**src/rtl/wbuf_pkg.sv**
```systemverilog
package wbuf_pkg;
  typedef enum logic [1:0] {
    RD_IDLE      = 2'd0,
    RD_DRAINWAIT = 2'd1,
    RD_ISSUE     = 2'd2,
    RD_WAITRSP   = 2'd3
  } rd_state_e;
endpackage

```
**src/rtl/wbuf_fifo.sv**
```systemverilog
module wbuf_fifo #(
  parameter int DEPTH = 4,
  parameter int AW    = 32,
  parameter int DW    = 32,
  parameter int PW    = 2
) (
  input  logic                       clk,
  input  logic                       rst_n,
  input  logic                       push,
  input  logic [AW-1:0]              push_addr,
  input  logic [DW-1:0]              push_data,
  input  logic                       pop,
  output logic [AW-1:0]              head_addr,
  output logic [DW-1:0]              head_data,
  output logic [PW-1:0]              head_ptr,
  output logic                       empty,
  output logic                       full,
  output logic [DEPTH-1:0]           ent_vld,
  output logic [DEPTH-1:0][AW-1:0]   ent_addr,
  output logic [DEPTH-1:0][DW-1:0]   ent_data
);
  localparam logic [PW:0] CNT_FULL = (PW+1)'(DEPTH);

  logic [PW-1:0]    wr_ptr_q, wr_ptr_d;
  logic [PW-1:0]    rd_ptr_q, rd_ptr_d;
  logic [PW:0]      cnt_q, cnt_d;
  logic [DEPTH-1:0] vld_q, vld_d;
  logic [DEPTH-1:0][AW-1:0] addr_q;
  logic [DEPTH-1:0][DW-1:0] data_q;

  always_comb begin
    wr_ptr_d = wr_ptr_q;
    rd_ptr_d = rd_ptr_q;
    vld_d    = vld_q;
    cnt_d    = cnt_q;
    if (pop) begin
      vld_d[rd_ptr_q] = 1'b0;
      rd_ptr_d        = rd_ptr_q + PW'(1);
    end
    if (push) begin
      vld_d[wr_ptr_q] = 1'b1;
      wr_ptr_d        = wr_ptr_q + PW'(1);
    end
    if (push && !pop)
      cnt_d = cnt_q + (PW+1)'(1);
    else if (pop && !push)
      cnt_d = cnt_q - (PW+1)'(1);
  end

  always_ff @(posedge clk or negedge rst_n) begin
    if (!rst_n) begin
      wr_ptr_q <= '0;
      rd_ptr_q <= '0;
      cnt_q    <= '0;
      vld_q    <= '0;
    end else begin
      wr_ptr_q <= wr_ptr_d;
      rd_ptr_q <= rd_ptr_d;
      cnt_q    <= cnt_d;
      vld_q    <= vld_d;
    end
  end

  // Payload storage: no reset, written only through its own enable.
  for (genvar g = 0; g < DEPTH; g++) begin : g_slot
    logic slot_we;
    assign slot_we = push && (wr_ptr_q == PW'(g));
    always_ff @(posedge clk) begin
      if (slot_we) begin
        addr_q[g] <= push_addr;
        data_q[g] <= push_data;
      end
    end
  end

  assign head_addr = addr_q[rd_ptr_q];
  assign head_data = data_q[rd_ptr_q];
  assign head_ptr  = rd_ptr_q;
  assign empty     = (cnt_q == '0);
  assign full      = (cnt_q == CNT_FULL);
  assign ent_vld   = vld_q;
  assign ent_addr  = addr_q;
  assign ent_data  = data_q;


  no_overflow_chk: assert property (@(posedge clk) disable iff (!rst_n)
    push |-> (cnt_q != CNT_FULL));

  no_underflow_chk: assert property (@(posedge clk) disable iff (!rst_n)
    pop |-> (vld_q[rd_ptr_q]));

  count_step_chk: assert property (@(posedge clk) disable iff (!rst_n)
    (pop && !push) |=> (cnt_q == $past(cnt_q) - (PW+1)'(1)));

  vld_count_chk: assert property (@(posedge clk) disable iff (!rst_n)
    ($countones(vld_q) == int'(cnt_q)));
endmodule

```
**src/rtl/wbuf_lookup.sv**
```systemverilog
module wbuf_lookup #(
  parameter int DEPTH = 4,
  parameter int AW    = 32,
  parameter int DW    = 32,
  parameter int PW    = 2
) (
  input  logic [AW-1:0]              req_addr,
  input  logic [PW-1:0]              head_ptr,
  input  logic [DEPTH-1:0]           ent_vld,
  input  logic [DEPTH-1:0][AW-1:0]   ent_addr,
  input  logic [DEPTH-1:0][DW-1:0]   ent_data,
  output logic                       hit,
  output logic [DW-1:0]              hit_data
);
  logic [PW-1:0] idx;

  // Walk from oldest to youngest; a later match overrides, so the
  // youngest matching entry wins.
  always_comb begin
    hit      = 1'b0;
    hit_data = '0;
    idx      = head_ptr;
    for (int k = 0; k < DEPTH; k++) begin
      idx = head_ptr + PW'(k);
      if (ent_vld[idx] && (ent_addr[idx] == req_addr)) begin
        hit      = 1'b1;
        hit_data = ent_data[idx];
      end
    end
  end
endmodule

```
**src/rtl/wbuf_rd_ctrl.sv**
```systemverilog
module wbuf_rd_ctrl
  import wbuf_pkg::*;
#(
  parameter int AW = 32,
  parameter int DW = 32
) (
  input  logic          clk,
  input  logic          rst_n,
  input  logic          mode_fwd,
  input  logic          rd_req_valid,
  output logic          rd_req_ready,
  input  logic [AW-1:0] rd_req_addr,
  input  logic          hit,
  input  logic [DW-1:0] hit_data,
  input  logic          fifo_empty,
  output logic          mem_rd_valid,
  output logic [AW-1:0] mem_rd_addr,
  input  logic          mem_req_ready,
  input  logic          mem_rsp_valid,
  input  logic [DW-1:0] mem_rsp_data,
  output logic          wr_block,
  output logic          rd_rsp_valid,
  output logic [DW-1:0] rd_rsp_data
);
  rd_state_e     state_q, state_d;
  logic [AW-1:0] addr_q, addr_d;
  logic          waited_q, waited_d;
  logic          rsp_vld_q, rsp_vld_d;
  logic [DW-1:0] rsp_dat_q, rsp_dat_d;
  logic          accept;
  logic          addr_en, rsp_en;

  assign accept = rd_req_valid && (state_q == RD_IDLE);

  always_comb begin
    state_d   = state_q;
    addr_d    = rd_req_addr;
    addr_en   = 1'b0;
    waited_d  = waited_q;
    rsp_vld_d = 1'b0;
    rsp_dat_d = hit_data;
    rsp_en    = 1'b0;
    unique case (state_q)
      RD_IDLE: begin
        if (accept) begin
          addr_en = 1'b1;
          if (mode_fwd) begin
            waited_d = 1'b0;
            if (hit) begin
              rsp_vld_d = 1'b1;
              rsp_en    = 1'b1;
            end else begin
              state_d = RD_ISSUE;
            end
          end else begin
            waited_d = 1'b1;
            state_d  = RD_DRAINWAIT;
          end
        end
      end
      RD_DRAINWAIT: if (fifo_empty) state_d = RD_ISSUE;
      RD_ISSUE:     if (mem_req_ready) state_d = RD_WAITRSP;
      RD_WAITRSP: begin
        if (mem_rsp_valid) begin
          state_d   = RD_IDLE;
          waited_d  = 1'b0;
          rsp_vld_d = 1'b1;
          rsp_dat_d = mem_rsp_data;
          rsp_en    = 1'b1;
        end
      end
      default: state_d = RD_IDLE;
    endcase
  end

  always_ff @(posedge clk or negedge rst_n) begin
    if (!rst_n) begin
      state_q   <= RD_IDLE;
      waited_q  <= 1'b0;
      rsp_vld_q <= 1'b0;
    end else begin
      state_q   <= state_d;
      waited_q  <= waited_d;
      rsp_vld_q <= rsp_vld_d;
    end
  end

  always_ff @(posedge clk) begin
    if (addr_en) addr_q    <= addr_d;
    if (rsp_en)  rsp_dat_q <= rsp_dat_d;
  end

  assign rd_req_ready = (state_q == RD_IDLE);
  assign mem_rd_valid = (state_q == RD_ISSUE);
  assign mem_rd_addr  = addr_q;
  assign wr_block     = waited_q &&
                        ((state_q == RD_DRAINWAIT) || (state_q == RD_ISSUE));
  assign rd_rsp_valid = rsp_vld_q;
  assign rd_rsp_data  = rsp_dat_q;


  hit_no_mem_chk: assert property (@(posedge clk) disable iff (!rst_n)
    (accept && mode_fwd && hit) |=> (rd_rsp_valid && !mem_rd_valid));

  miss_issue_chk: assert property (@(posedge clk) disable iff (!rst_n)
    (accept && mode_fwd && !hit) |=> (mem_rd_valid && !rd_rsp_valid));

  wait_empty_chk: assert property (@(posedge clk) disable iff (!rst_n)
    (mem_rd_valid && waited_q) |-> fifo_empty);

  one_read_chk: assert property (@(posedge clk) disable iff (!rst_n)
    (accept && !(mode_fwd && hit)) |=> !rd_req_ready);
endmodule

```
**src/rtl/wbuf_top.sv**
```systemverilog
module wbuf_top #(
  parameter int DEPTH = 4,
  parameter int AW    = 32,
  parameter int DW    = 32
) (
  input  logic          clk,
  input  logic          rst_n,
  input  logic          mode_fwd,
  input  logic          cpu_wr_valid,
  output logic          cpu_wr_ready,
  input  logic [AW-1:0] cpu_wr_addr,
  input  logic [DW-1:0] cpu_wr_data,
  input  logic          rd_req_valid,
  output logic          rd_req_ready,
  input  logic [AW-1:0] rd_req_addr,
  output logic          rd_rsp_valid,
  output logic [DW-1:0] rd_rsp_data,
  output logic          mem_req_valid,
  input  logic          mem_req_ready,
  output logic          mem_req_we,
  output logic [AW-1:0] mem_req_addr,
  output logic [DW-1:0] mem_req_wdata,
  input  logic          mem_rsp_valid,
  input  logic [DW-1:0] mem_rsp_data
);
  localparam int PTR_W = (DEPTH > 1) ? $clog2(DEPTH) : 1;

  logic                     push, pop;
  logic                     empty, full;
  logic [AW-1:0]            head_addr;
  logic [DW-1:0]            head_data;
  logic [PTR_W-1:0]         head_ptr;
  logic [DEPTH-1:0]         ent_vld;
  logic [DEPTH-1:0][AW-1:0] ent_addr;
  logic [DEPTH-1:0][DW-1:0] ent_data;
  logic                     hit;
  logic [DW-1:0]            hit_data;
  logic                     mem_rd_valid;
  logic [AW-1:0]            mem_rd_addr;
  logic                     wr_block;
  logic                     drain_valid;

  assign cpu_wr_ready = !full && !wr_block;
  assign push         = cpu_wr_valid && cpu_wr_ready;
  // A pending read owns the memory channel; stores drain otherwise.
  assign drain_valid  = !empty && !mem_rd_valid;
  assign pop          = drain_valid && mem_req_ready;

  assign mem_req_valid = mem_rd_valid || drain_valid;
  assign mem_req_we    = !mem_rd_valid;
  assign mem_req_addr  = mem_rd_valid ? mem_rd_addr : head_addr;
  assign mem_req_wdata = head_data;

  wbuf_fifo #(.DEPTH(DEPTH), .AW(AW), .DW(DW), .PW(PTR_W)) fifo_i (
    .clk       (clk),
    .rst_n     (rst_n),
    .push      (push),
    .push_addr (cpu_wr_addr),
    .push_data (cpu_wr_data),
    .pop       (pop),
    .head_addr (head_addr),
    .head_data (head_data),
    .head_ptr  (head_ptr),
    .empty     (empty),
    .full      (full),
    .ent_vld   (ent_vld),
    .ent_addr  (ent_addr),
    .ent_data  (ent_data)
  );

  wbuf_lookup #(.DEPTH(DEPTH), .AW(AW), .DW(DW), .PW(PTR_W)) lookup_i (
    .req_addr (rd_req_addr),
    .head_ptr (head_ptr),
    .ent_vld  (ent_vld),
    .ent_addr (ent_addr),
    .ent_data (ent_data),
    .hit      (hit),
    .hit_data (hit_data)
  );

  wbuf_rd_ctrl #(.AW(AW), .DW(DW)) rdctl_i (
    .clk           (clk),
    .rst_n         (rst_n),
    .mode_fwd      (mode_fwd),
    .rd_req_valid  (rd_req_valid),
    .rd_req_ready  (rd_req_ready),
    .rd_req_addr   (rd_req_addr),
    .hit           (hit),
    .hit_data      (hit_data),
    .fifo_empty    (empty),
    .mem_rd_valid  (mem_rd_valid),
    .mem_rd_addr   (mem_rd_addr),
    .mem_req_ready (mem_req_ready),
    .mem_rsp_valid (mem_rsp_valid),
    .mem_rsp_data  (mem_rsp_data),
    .wr_block      (wr_block),
    .rd_rsp_valid  (rd_rsp_valid),
    .rd_rsp_data   (rd_rsp_data)
  );


  read_priority_chk: assert property (@(posedge clk) disable iff (!rst_n)
    (mem_rd_valid && mem_req_ready) |-> !pop);

  drain_hold_chk: assert property (@(posedge clk) disable iff (!rst_n)
    (mem_req_valid && mem_req_we && !mem_req_ready && !rd_req_valid)
      |=> (mem_req_valid && mem_req_we && $stable(mem_req_addr)));
endmodule

```
**config.mk**
```make
export PLATFORM = sky130hd
export DESIGN_NAME = wbuf_top
export DESIGN_NICKNAME = d
export VERILOG_FILES = /design/src/rtl/wbuf_pkg.sv /design/src/rtl/wbuf_fifo.sv /design/src/rtl/wbuf_lookup.sv /design/src/rtl/wbuf_rd_ctrl.sv /design/src/rtl/wbuf_top.sv
export SDC_FILE = /design/constraint.sdc
export NUM_CORES = 1
export LEC_CHECK = 0
export BUFFER_PORTS_ARGS = -buffer_cell sky130_fd_sc_hd__clkbuf_2
export CAP_MARGIN = 20
export CORE_ASPECT_RATIO = 1.2
export CORE_MARGIN = 10
export CORE_UTILIZATION = 50
export DETAILED_ROUTE_END_ITERATION = 16
export GPL_TIMING_DRIVEN = 0
export PLACE_DENSITY = 0.75
export REMOVE_ABC_BUFFERS = 1
export SETUP_SLACK_MARGIN = 0.02
export SYNTH_ARGS = -nofsm -noshare
export SYNTH_HDL_FRONTEND = slang
export SYNTH_SLANG_ARGS = --single-unit
```
**constraint.sdc**
```tcl
create_clock -name clk -period 10.2 [get_ports clk]
set_clock_uncertainty 0.2 [all_clocks]
set_input_delay 1.02 -clock clk [delete_from_list [all_inputs] [get_ports clk]]
set_output_delay 1.02 -clock clk [all_outputs]
set_load 0.02 [all_outputs]
```
==> flow_summary.yaml <==
finish:
  final_area_sq_um: 24400
  final_layout_size_suffix_gt1_share_pct: 32.1
  area_growth_pct: 14.3
  nets: 1853
  fillers: 3298
synth:
  netlist_area_sq_um: 21300
  synth_fa_ha_area_share_pct: 0.856
  ys_seq_area_share_pct: 46.8
  synthDistinctLibCells: 71
  synth_xor_area_share_pct: 4.48
  synth_compound_gate_area_share_pct: 6.46
  async_flop_share_pct: 4.48
  yosysWarnings: 0
  synth-simple-area-share_pct: 8.07
  synth_top_family_by_area: "multiplexers"
  synth.area.mux_share_pct: 29.0
  avgSynthCellArea_sq_um: 13.8
  yosys_most_used_dff: "edfxtp_1"
  syn-instance-count: 1544
  synth_edf_count: 320
  synth-seq-cells: 335
timing:
  slew_headroom_pct: 34.1
  rsz0062_at_grt: "false"
  setup_tns_ns: 0
  maxSlewViolCount: 0
  finalCritPeriodShare_pct: 80.3
  fin_ws_ns: 2.01
  fmax_mhz: 122
  whs_ns: 0.198
  worst_pin_slew_ns: 0.988
  min_period_ns: 8.19
  report.final.hold_viol_count: 0
  setup_violations: 0
floorplanning:
  initial_core_util_pct: 50.8
  fp.dieArea_sq_um: 51400
  core-area_sq_um: 42000
  io_pins: 236
  rows: 82
  chipHeight_microns: 246
  dieWidth_microns: 209
run_status:
  outcome: "finished clean"
setup_path:
  start_kind: "flop"
  crit_fanout: 63
  crit_arrival_ns: 8.23
  critical_path_required_ns: 10.24
  critical_path_class: "flop to flop"
  cp-end-kind: "flop"
placed_design:
  port-buffer-count: 235
  place_hpwl_mm: 45.4
  placed_area_sq_um: 23200
  place_ws_ns: 1.89
  gp_congestion: 0.970
grt:
  grt_pass1_wl_mm: 95.8
  grt_max_degree: 66
  grt_usage_pct: 24.1
  antenna_found_initial: 8
  first_global_vias: 15625
  gr-total-overflow: 0
power_and_ir_drop:
  power_density_nw_per_um2: 329
  peakVddDrop_v: 0.000280
  p_leak_nw: 8.68
  power_mw: 8.02
clock_network:
  cts_resized: 0
  post_cts_buffers: 0
  cts_hold_buf: 0
  root_buffer: "clkbuf_16"
  clock_latency_ns: 0.55
  cts_tree: "built"
  cts_buffer_depth: 3
  clk_pin_slew_ns: 0.06
  numClockSinks: 335
  htreeDepth: 2
  cts_buffers: 36
detailed_routing:
  wl_mm: 63.6
  top_layer: "met5"
  wl_per_cell_microns: 27.9
  m1WireLength_mm: 22.5
  drt_iter0_markers: 1417
  drc: 0
  ant_nets: 0
  wl_met2_mm: 32.1
  avgViaCountPerCell: 6.75
  wl_met3_mm: 5.94
  vias: 15414
  firstDrtPassIters: 7
min_path:
  hold_class: "primary input to asynchronous set/reset pin"
flow_run:
  drv_cap: 0
cell families after synthesis:
group / after synthesis
DFF: 335
muxes: 346
xor gates and xnor gates: 109
adders and majority gates: 14
AOI/OAI and AO/OA: 217
buffers and inverters: 197
and+or+nand+nor: 326
power breakdown:
part	leakage [nW]	switching [mW]	internal, mW
sequential	3.07	0.273	1.85
combinational	5.06	2.51	2.12
clock	0.555	0.545	0.734
worst paths after layout:
| kind | slack, ns | cells past startpoint | from | endpoint |
|---|---|---|---|---|
| min in group clk | 0.30 | 1 | fifo_i.cnt_q[2] | fifo_i.cnt_q[2] |
| min | 0.20 | 1 | rst_n | fifo_i.ent_vld[3] |
| min reg2reg | 0.30 | 1 | fifo_i.cnt_q[2] | fifo_i.cnt_q[2] |
| max in group asynchronous | 9.28 | 1 | rst_n | fifo_i.head_ptr[1] |
| max | 2.01 | 14 | fifo_i.head_ptr[0] | rdctl_i.rd_rsp_data[2] |
| max reg2reg | 2.01 | 14 | fifo_i.head_ptr[0] | rdctl_i.rd_rsp_data[2] |
layout make-up:
type	count	area, sq um	share of cell area [%]
inverter	52	195	0.801
sequential	335	9990	41.0
antenna	5	12.5	0.0513
tap	546	683	2.80
timing repair buffer	267	1840	7.55
multi-input combinational	1012	10500	43.1
clock inverter	15	119	0.488
clock buffer	50	1030	4.22
state kept, by name, summed over array words and instances, names as in the netlist:
| signal | flops |
|---|---|
| fifo_i.ent_addr | 128 |
| fifo_i.ent_data | 128 |
| rdctl_i.mem_rd_addr | 32 |
| rdctl_i.rd_rsp_data | 32 |
| fifo_i.ent_vld | 4 |
| fifo_i.cnt_q | 3 |
| fifo_i.head_ptr | 2 |
| fifo_i.wr_ptr_q | 2 |
| rdctl_i.state_q | 2 |
| rdctl_i.rd_rsp_valid | 1 |
| rdctl_i.waited_q | 1 |
per-layer routing:
metal	vias up	global-route usage (%)
li1	6540	-
met1	7802	27.6
met2	879	42.0
met3	183	5.62
met4	10	11.4
met5	-	0
layout by cell type, fill, tap and decap left out, types with 4 or more instances in the layout:
cell type and count:
buf_4 5, a2111oi_0 4, a221oi_1 7, diode_2 5
mux2_2 8, o221ai_1 4, nand2b_1 4, o21ai_1 31
o211ai_1 7, clkinv_2 5, mux4_2 207, o21ai_0 61
xor2_1 11, inv_1 52, nor4b_1 37, xnor2_1 98
mux4_1 7, clkbuf_16 39, clkbuf_2 235, o22ai_1 47
nand3_1 9, and3_4 4, ha_1 11, a21oi_1 10
nor2_1 54, nand4_1 53, buf_8 5, edfxtp_1 320
and3_1 4, buf_16 17, clkinv_1 4, o31ai_1 4
mux2i_1 124, dfrtp_1 13, nand2_1 122, nor4_1 6
a21o_1 5, a22oi_1 5, clkbuf_1 10
cell usage after synthesis (all sizes together), types with 5 or more instances:
| library cell | instances | area share [%] |
|---|---|---|
| nand4 | 54 | 1.6 |
| buf | 62 | 2.0 |
| xnor2 | 98 | 4.0 |
| nor4b | 38 | 1.6 |
| nand3 | 10 | 0.23 |
| inv | 52 | 0.92 |
| mux2i | 124 | 5.8 |
| dfrtp | 15 | 1.8 |
| a22oi | 5 | 0.18 |
| o21ai | 93 | 2.2 |
| a221oi | 7 | 0.29 |
| a21o | 5 | 0.18 |
| clkbuf | 83 | 1.5 |
| mux2 | 8 | 0.42 |
| nor2 | 54 | 0.95 |
| o22ai | 47 | 1.4 |
| and3 | 8 | 0.23 |
| xor2 | 11 | 0.45 |
| nor4 | 7 | 0.23 |
| o211ai | 7 | 0.25 |
| edfxtp | 320 | 45 |
| a21oi | 11 | 0.28 |
| mux4 | 214 | 23 |
| nand2 | 124 | 2.2 |
| ha | 13 | 0.76 |
worst max-delay path, cell delays in order (launching register included):
cell      delay (ns)
dfrtp_4         0.90
buf_16          0.37
buf_16          0.34
inv_1           0.41
buf_8           0.29
ha_4            0.85
buf_16          0.37
mux2_2          0.39
a221o_1         0.35
o31a_1          0.11
nor4_1          0.78
nand4b_1        0.87
a41o_1          0.51
a21oi_4         0.76
buf_16          0.24
per-stage QoR:
stage / util [%] / std cells
2_1_floorplan: - / 1399
3_3_place_gp: 53.5 / 2180
3_5_place_dp: 55.3 / 2211
4_1_cts: 58.0 / 2276
5_1_grt: 58.1 / 2280
6_report: 58.1 / 2282
Note: power is estimated with default switching activity, not from simulation.
